**src/rtl/brg_misc_pkg.sv**
```systemverilog
package brg_misc_pkg;
  localparam int unsigned REG_W = 8;

  // first control register bit positions
  localparam int unsigned A_POST   = 0;
  localparam int unsigned A_BURST  = 1;
  localparam int unsigned A_TEST   = 4;
  localparam int unsigned A_WS     = 7;
  // second control register bit positions
  localparam int unsigned B_PRST   = 0;
  localparam int unsigned B_RDTO   = 1;
  localparam int unsigned B_WRTO   = 2;
  localparam int unsigned B_RSVD   = 3;
  localparam int unsigned B_DLY    = 6;
  localparam int unsigned B_CPURST = 7;

  // bits of the second register that never hold state
  localparam logic [REG_W-1:0] B_ZERO_MASK = (REG_W'(1) << B_PRST) | (REG_W'(1) << B_RSVD);
  // command register access masks
  localparam logic [REG_W-1:0] CMD_NRM_MASK = 8'h08;
  localparam logic [REG_W-1:0] CMD_TST_MASK = 8'h03;

  typedef struct packed {
    logic a;
    logic b;
    logic cmd;
  } hit_t;

  function automatic logic post_eff(input logic [REG_W-1:0] a, input logic [REG_W-1:0] b);
    return a[A_POST] | b[B_DLY];
  endfunction

  function automatic logic [REG_W-1:0] cmd_wmask(input logic test);
    return test ? CMD_TST_MASK : CMD_NRM_MASK;
  endfunction

  function automatic logic [REG_W-1:0] merge(input logic [REG_W-1:0] old_v,
                                              input logic [REG_W-1:0] new_v,
                                              input logic [REG_W-1:0] mask);
    return (old_v & ~mask) | (new_v & mask);
  endfunction
endpackage

```
**src/rtl/brg_addr_dec.sv**
```systemverilog
module brg_addr_dec
  import brg_misc_pkg::*;
#(
  parameter int unsigned OFS_W = 8,
  parameter logic [OFS_W-1:0] OFS_A = 8'h50,
  parameter logic [OFS_W-1:0] OFS_B = 8'h51,
  parameter logic [OFS_W-1:0] OFS_C = 8'h04
) (
  input  logic [OFS_W-1:0] ofs,
  output hit_t             hit
);
  always_comb begin
    hit.a   = (ofs == OFS_A);
    hit.b   = (ofs == OFS_B);
    hit.cmd = (ofs == OFS_C);
  end
endmodule

```
**src/rtl/brg_cfg_reg.sv**
```systemverilog
module brg_cfg_reg #(
  parameter int unsigned W = 8,
  parameter logic [W-1:0] ZERO_MASK = '0
) (
  input  logic         clk,
  input  logic         rst_n,
  input  logic         we,
  input  logic [W-1:0] wd,
  output logic [W-1:0] q
);
  logic unused_zero_bits;
  assign unused_zero_bits = ^(wd & ZERO_MASK);

  for (genvar i = 0; i < W; i++) begin : g_bit
    if (ZERO_MASK[i]) begin : g_zero
      assign q[i] = 1'b0;
    end else begin : g_flop
      logic bit_q;
      always_ff @(posedge clk) begin
        if (!rst_n)  bit_q <= 1'b0;
        else if (we) bit_q <= wd[i];
      end
      assign q[i] = bit_q;
    end
  end
endmodule

```
**src/rtl/brg_cmd_reg.sv**
```systemverilog
module brg_cmd_reg
  import brg_misc_pkg::*;
(
  input  logic             clk,
  input  logic             rst_n,
  input  logic             we,
  input  logic             test,
  input  logic [REG_W-1:0] wd,
  output logic [REG_W-1:0] q
);
  localparam logic [REG_W-1:0] IMPL = CMD_NRM_MASK | CMD_TST_MASK;

  logic [REG_W-1:0] wmask;
  logic [REG_W-1:0] nxt;
  logic             unused_cmd_bits;

  assign wmask = we ? cmd_wmask(test) : '0;
  assign nxt   = merge(q, wd, wmask);
  assign unused_cmd_bits = ^(wd & ~IMPL) ^ ^(nxt & ~IMPL);

  for (genvar i = 0; i < REG_W; i++) begin : g_bit
    if (!IMPL[i]) begin : g_none
      assign q[i] = 1'b0;
    end else begin : g_flop
      logic bit_q;
      always_ff @(posedge clk) begin
        if (!rst_n) bit_q <= 1'b0;
        else        bit_q <= nxt[i];
      end
      assign q[i] = bit_q;
    end
  end
endmodule

```
**src/rtl/brg_pulse.sv**
```systemverilog
module brg_pulse (
  input  logic clk,
  input  logic rst_n,
  input  logic fire,
  output logic q
);
  always_ff @(posedge clk) begin
    if (!rst_n) q <= 1'b0;
    else        q <= fire;
  end
endmodule

```
**src/rtl/brg_misc_ctl.sv**
```systemverilog
module brg_misc_ctl
  import brg_misc_pkg::*;
#(
  parameter int unsigned OFS_W = 8,
  parameter logic [OFS_W-1:0] OFS_A = 8'h50,
  parameter logic [OFS_W-1:0] OFS_B = 8'h51,
  parameter logic [OFS_W-1:0] OFS_C = 8'h04
) (
  input  logic             clk,
  input  logic             rst_n,
  input  logic [OFS_W-1:0] ofs,
  input  logic             wr_en,
  input  logic [REG_W-1:0] wdata,
  output logic [REG_W-1:0] rdata,
  output logic             post_wr_eff,
  output logic             burst_rd_hold,
  output logic             mst_wr_ws,
  output logic             wr_to_en,
  output logic             rd_to_en,
  output logic             cpu_rst_init,
  output logic             pci_rst_req
);
  hit_t             hit;
  logic             wr_a, wr_b, wr_cmd;
  logic             cmd_test;
  logic             rst_fire;
  logic [REG_W-1:0] ctl_a_q, ctl_b_q, cmd_q;

  brg_addr_dec #(.OFS_W(OFS_W), .OFS_A(OFS_A), .OFS_B(OFS_B), .OFS_C(OFS_C)) u_dec (
    .ofs (ofs),
    .hit (hit)
  );

  assign wr_a     = wr_en & hit.a;
  assign wr_b     = wr_en & hit.b;
  assign wr_cmd   = wr_en & hit.cmd;
  assign rst_fire = wr_b & wdata[B_PRST];

  brg_cfg_reg #(.W(REG_W), .ZERO_MASK('0)) u_ctl_a (
    .clk (clk), .rst_n (rst_n), .we (wr_a), .wd (wdata), .q (ctl_a_q)
  );

  brg_cfg_reg #(.W(REG_W), .ZERO_MASK(B_ZERO_MASK)) u_ctl_b (
    .clk (clk), .rst_n (rst_n), .we (wr_b), .wd (wdata), .q (ctl_b_q)
  );

  assign cmd_test = ctl_a_q[A_TEST];

  brg_cmd_reg u_cmd (
    .clk (clk), .rst_n (rst_n), .we (wr_cmd), .test (cmd_test), .wd (wdata), .q (cmd_q)
  );

  brg_pulse u_prst (
    .clk (clk), .rst_n (rst_n), .fire (rst_fire), .q (pci_rst_req)
  );

  always_comb begin
    rdata = '0;
    if (hit.a)   rdata = ctl_a_q;
    if (hit.b)   rdata = ctl_b_q;
    if (hit.cmd) rdata = cmd_q;
  end

  assign post_wr_eff   = post_eff(ctl_a_q, ctl_b_q);
  assign burst_rd_hold = ctl_a_q[A_BURST];
  assign mst_wr_ws     = ctl_a_q[A_WS];
  assign wr_to_en      = ctl_b_q[B_WRTO];
  assign rd_to_en      = ctl_b_q[B_RDTO];
  assign cpu_rst_init  = ctl_b_q[B_CPURST];
endmodule

```
**config.mk**
```make
export PLATFORM = sky130hd
export DESIGN_NAME = brg_misc_ctl
export DESIGN_NICKNAME = d
export VERILOG_FILES = /design/src/rtl/brg_misc_pkg.sv /design/src/rtl/brg_addr_dec.sv /design/src/rtl/brg_cfg_reg.sv /design/src/rtl/brg_cmd_reg.sv /design/src/rtl/brg_pulse.sv /design/src/rtl/brg_misc_ctl.sv
export SDC_FILE = /design/constraint.sdc
export NUM_CORES = 1
export LEC_CHECK = 0
export ABC_AREA = 0
export BUFFER_PORTS_ARGS = -buffer_cell sky130_fd_sc_hd__buf_2
export CAP_MARGIN = 20
export CORE_MARGIN = 2
export CORE_UTILIZATION = 42
export CTS_CLUSTER_DIAMETER = 120
export DETAILED_ROUTE_END_ITERATION = 7
export PLACE_DENSITY = 0.71
export SLEW_MARGIN = 20
export SYNTH_ARGS = -nofsm -noshare
export SYNTH_HDL_FRONTEND = slang
export SYNTH_SLANG_ARGS = --single-unit
```
**constraint.sdc**
```tcl
create_clock -name clk -period 1 [get_ports clk]
set_input_delay 0.05 -clock clk [delete_from_list [all_inputs] [get_ports clk]]
set_output_delay 0.05 -clock clk [all_outputs]
set_load 0.01 [all_outputs]
```
==> flow_summary.json <==
{
  "power_density_nw_per_um2": 966,
  "ir_drop_uv": 994,
  "critPathArrivalTime_ps": 1220,
  "clk_pin_slew_ps": 100,
  "critPathKind": "reg2out",
  "setup_ws_ps": -272,
  "synth_cell_types": 20,
  "drt-initial-drc-count": 14,
  "finalHoldViolations": 0,
  "start_util": 0.453,
  "netlist.area_leader.share": 0.402,
  "grtUsageTotal": 0.192,
  "cts_buffer_depth": 2,
  "synth_most_common_cell": "nand2_1",
  "setup_viol": 7,
  "multi_input_area_um2": 563,
  "cts_hold_buf": 0,
  "critPathSlowestCell": "dfxtp_2",
  "violations": "negative setup slack",
  "synthArstFlopShare": 0,
  "syn-cell-area_um2": 897,
  "synth_seq_area_share": 0.402,
  "fmax_mhz": 786,
  "top_level_ports": 34,
  "drv_slew": 0,
  "htree_num_levels": 1,
  "ys_ff_latch": 18,
  "grt_first_pass_wirelength_mm": 3.79,
  "slew_headroom": 0.832,
  "layoutNonFillerInstCount": 175,
  "total_power_mw": 1.31,
  "drc": 0,
  "clock_sinks": 18,
  "path_max_fanout": 2,
  "cts_buffers": 3,
  "antenna_found_initial": 0,
  "maxCapViolations": 0,
  "preCtsSetupSlack_ps": -195,
  "drt.antenna.violating_nets": 0,
  "whs_path_depth": 3,
  "register_area_um2": 373,
  "synth_commonest_cells": "nand2_1, mux2i_1, dfxtp_1, nor2_1",
  "clock-root-buffer": "clkbuf_4",
  "grt_pass1_vias": 873,
  "cp_slowest_stage_delay_ps": 340,
  "fillCellCount": 151,
  "dp.cells": 164,
  "die_w_um": 50.2,
  "num_vias": 857,
  "detail_route.wl_per_cell_um": 13.6,
  "final_nets": 168,
  "yosys_warnings": 0,
  "start_kind": "flip-flop",
  "avgSynthCellArea_um2": 9.44,
  "p_leak_nw": 0.656,
  "area_growth_syn_to_layout_pct": 51.5,
  "insertion_delay_ps": 280,
  "vias_per_cell": 4.90,
  "tightestPinTransition_ps": 249,
  "synth_top_area_cell": "dfxtp_1",
  "syn_nets": 114,
  "reg2reg_depth": 3,
  "rows": 16,
  "core_um2": 1980,
  "synth_enable_flop_cells": 0,
  "grt_max_degree": 16,
  "wl_mm": 2.38,
  "min_path_type": "in2reg",
  "port_buffers": 33,
  "drive_gt1_frac": 0.547,
  "status": "finished, violations left",
  "final_core_util": 0.686,
  "rsz0062_at_grt": "true",
  "cp-end-kind": "primary output",
  "required_ps": 950,
  "skew_ps": 1.24,
  "firstDrtPassIters": 4,
  "routabilityCongestion": 0.859,
  "fp.dieArea_um2": 2520,
  "die_h_um": 50.2,
  "fin_crit_sh": 1.27,
  "overflow": 0,
  "synth_cells": 95,
  "dp_hpwl_mm": 1.65,
  "path_cells": "mux2_4 > a22oi_2 > nor2_1 > buf_2",
  "period_minus_slack_ps": 1270,
  "n_antenna_cell": 0,
  "synth_ff_type": "dfxtp_1",
  "hold_ws_ps": 19.8,
  "cts_tree": "done",
  "synthTopCellsByArea": "dfxtp_1, mux2i_1, nand2_1, nor2_1, nor4b_4"
}
cell families (layout without fill, tap and decap cells):
logic type / Yosys count / count (layout) / share of synthesized area
AO/OA/AOI/OAI: 3 / 3 / 0.0251
flip-flops: 18 / 18 / 0.402
AND/OR/NAND/NOR: 46 / 46 / 0.282
multiplexers: 23 / 23 / 0.258
buffers and inverters: 5 / 58 / 0.0335
report_power, final:
part / leakage (nW) / switching, mW / internal, mW
clock: 0.0210 / 0.219 / 0.221
sequential: 0.150 / 0.000477 / 0.717
combinational: 0.485 / 0.0799 / 0.0754
total: 0.656 / 0.299 / 1.01
metrics by stage:
stage                     TNS [ps]  area, µm²
after floorplan              -42.9        897
after global placement       -3150       1170
after detailed placement     -3830       1170
after CTS                     -335       1290
after global routing          -938       1360
final                         -399       1360
critical path: cells and delay by family (launching register included):
family,cells,cell delay (ps)
mux,1,270
simple gates,1,60
flops,1,340
buf+inv,1,130
compound gates,1,140
cell type report:
| class | count | share of cell area |
|---|---|---|
| Clock buffer | 4 | 0.0267 |
| Multi-Input combinational cell | 72 | 0.414 |
| Sequential cell | 18 | 0.274 |
| Tap cell | 27 | 0.0249 |
| Timing Repair Buffer | 54 | 0.260 |
worst paths after layout:
check | startpoint | end | slack [ps]
worst max register to register | u_ctl_a.g_bit[4].g_flop.bit_q | flip-flop | 80
worst max-delay path | u_ctl_a.g_bit[1].g_flop.bit_q | rdata[1] | -270
worst min register to register | u_ctl_a.g_bit[5].g_flop.bit_q | u_ctl_a.g_bit[5].g_flop.bit_q | 470
worst min-delay path | wdata[6] | u_ctl_b.g_bit[6].g_flop.bit_q | 20
repair_timing:
item,4_1_cts,5_1_grt
endpoints found under the hold margin,0,0
pin swaps,5,4
buffers inserted,4,3
endpoints found under the setup margin,9,15
resized for setup,18,13
routing by layer:
metal	part of all wire	up-vias	GRT usage
met5	0	-	0
met3	0.044	0	0.0357
met4	0	0	0.0324
met2	0.53	24	0.357
met1	0.42	396	0.228
li1	-	437	-
placed cells by master (no fill, tap or decap), drive strengths merged:
cell type and instances:
buf 54, nand2 27, mux2 1, nor4b 1
dfxtp 18, or2 1, nor3 1, nand4b 1
nor2 8, and3b 1, nor4bb 1, or4 1
and4b 1, nor4 1, nand4 2, clkbuf 4
a22oi 3, mux2i 22
(Power assumes the default switching activity.)
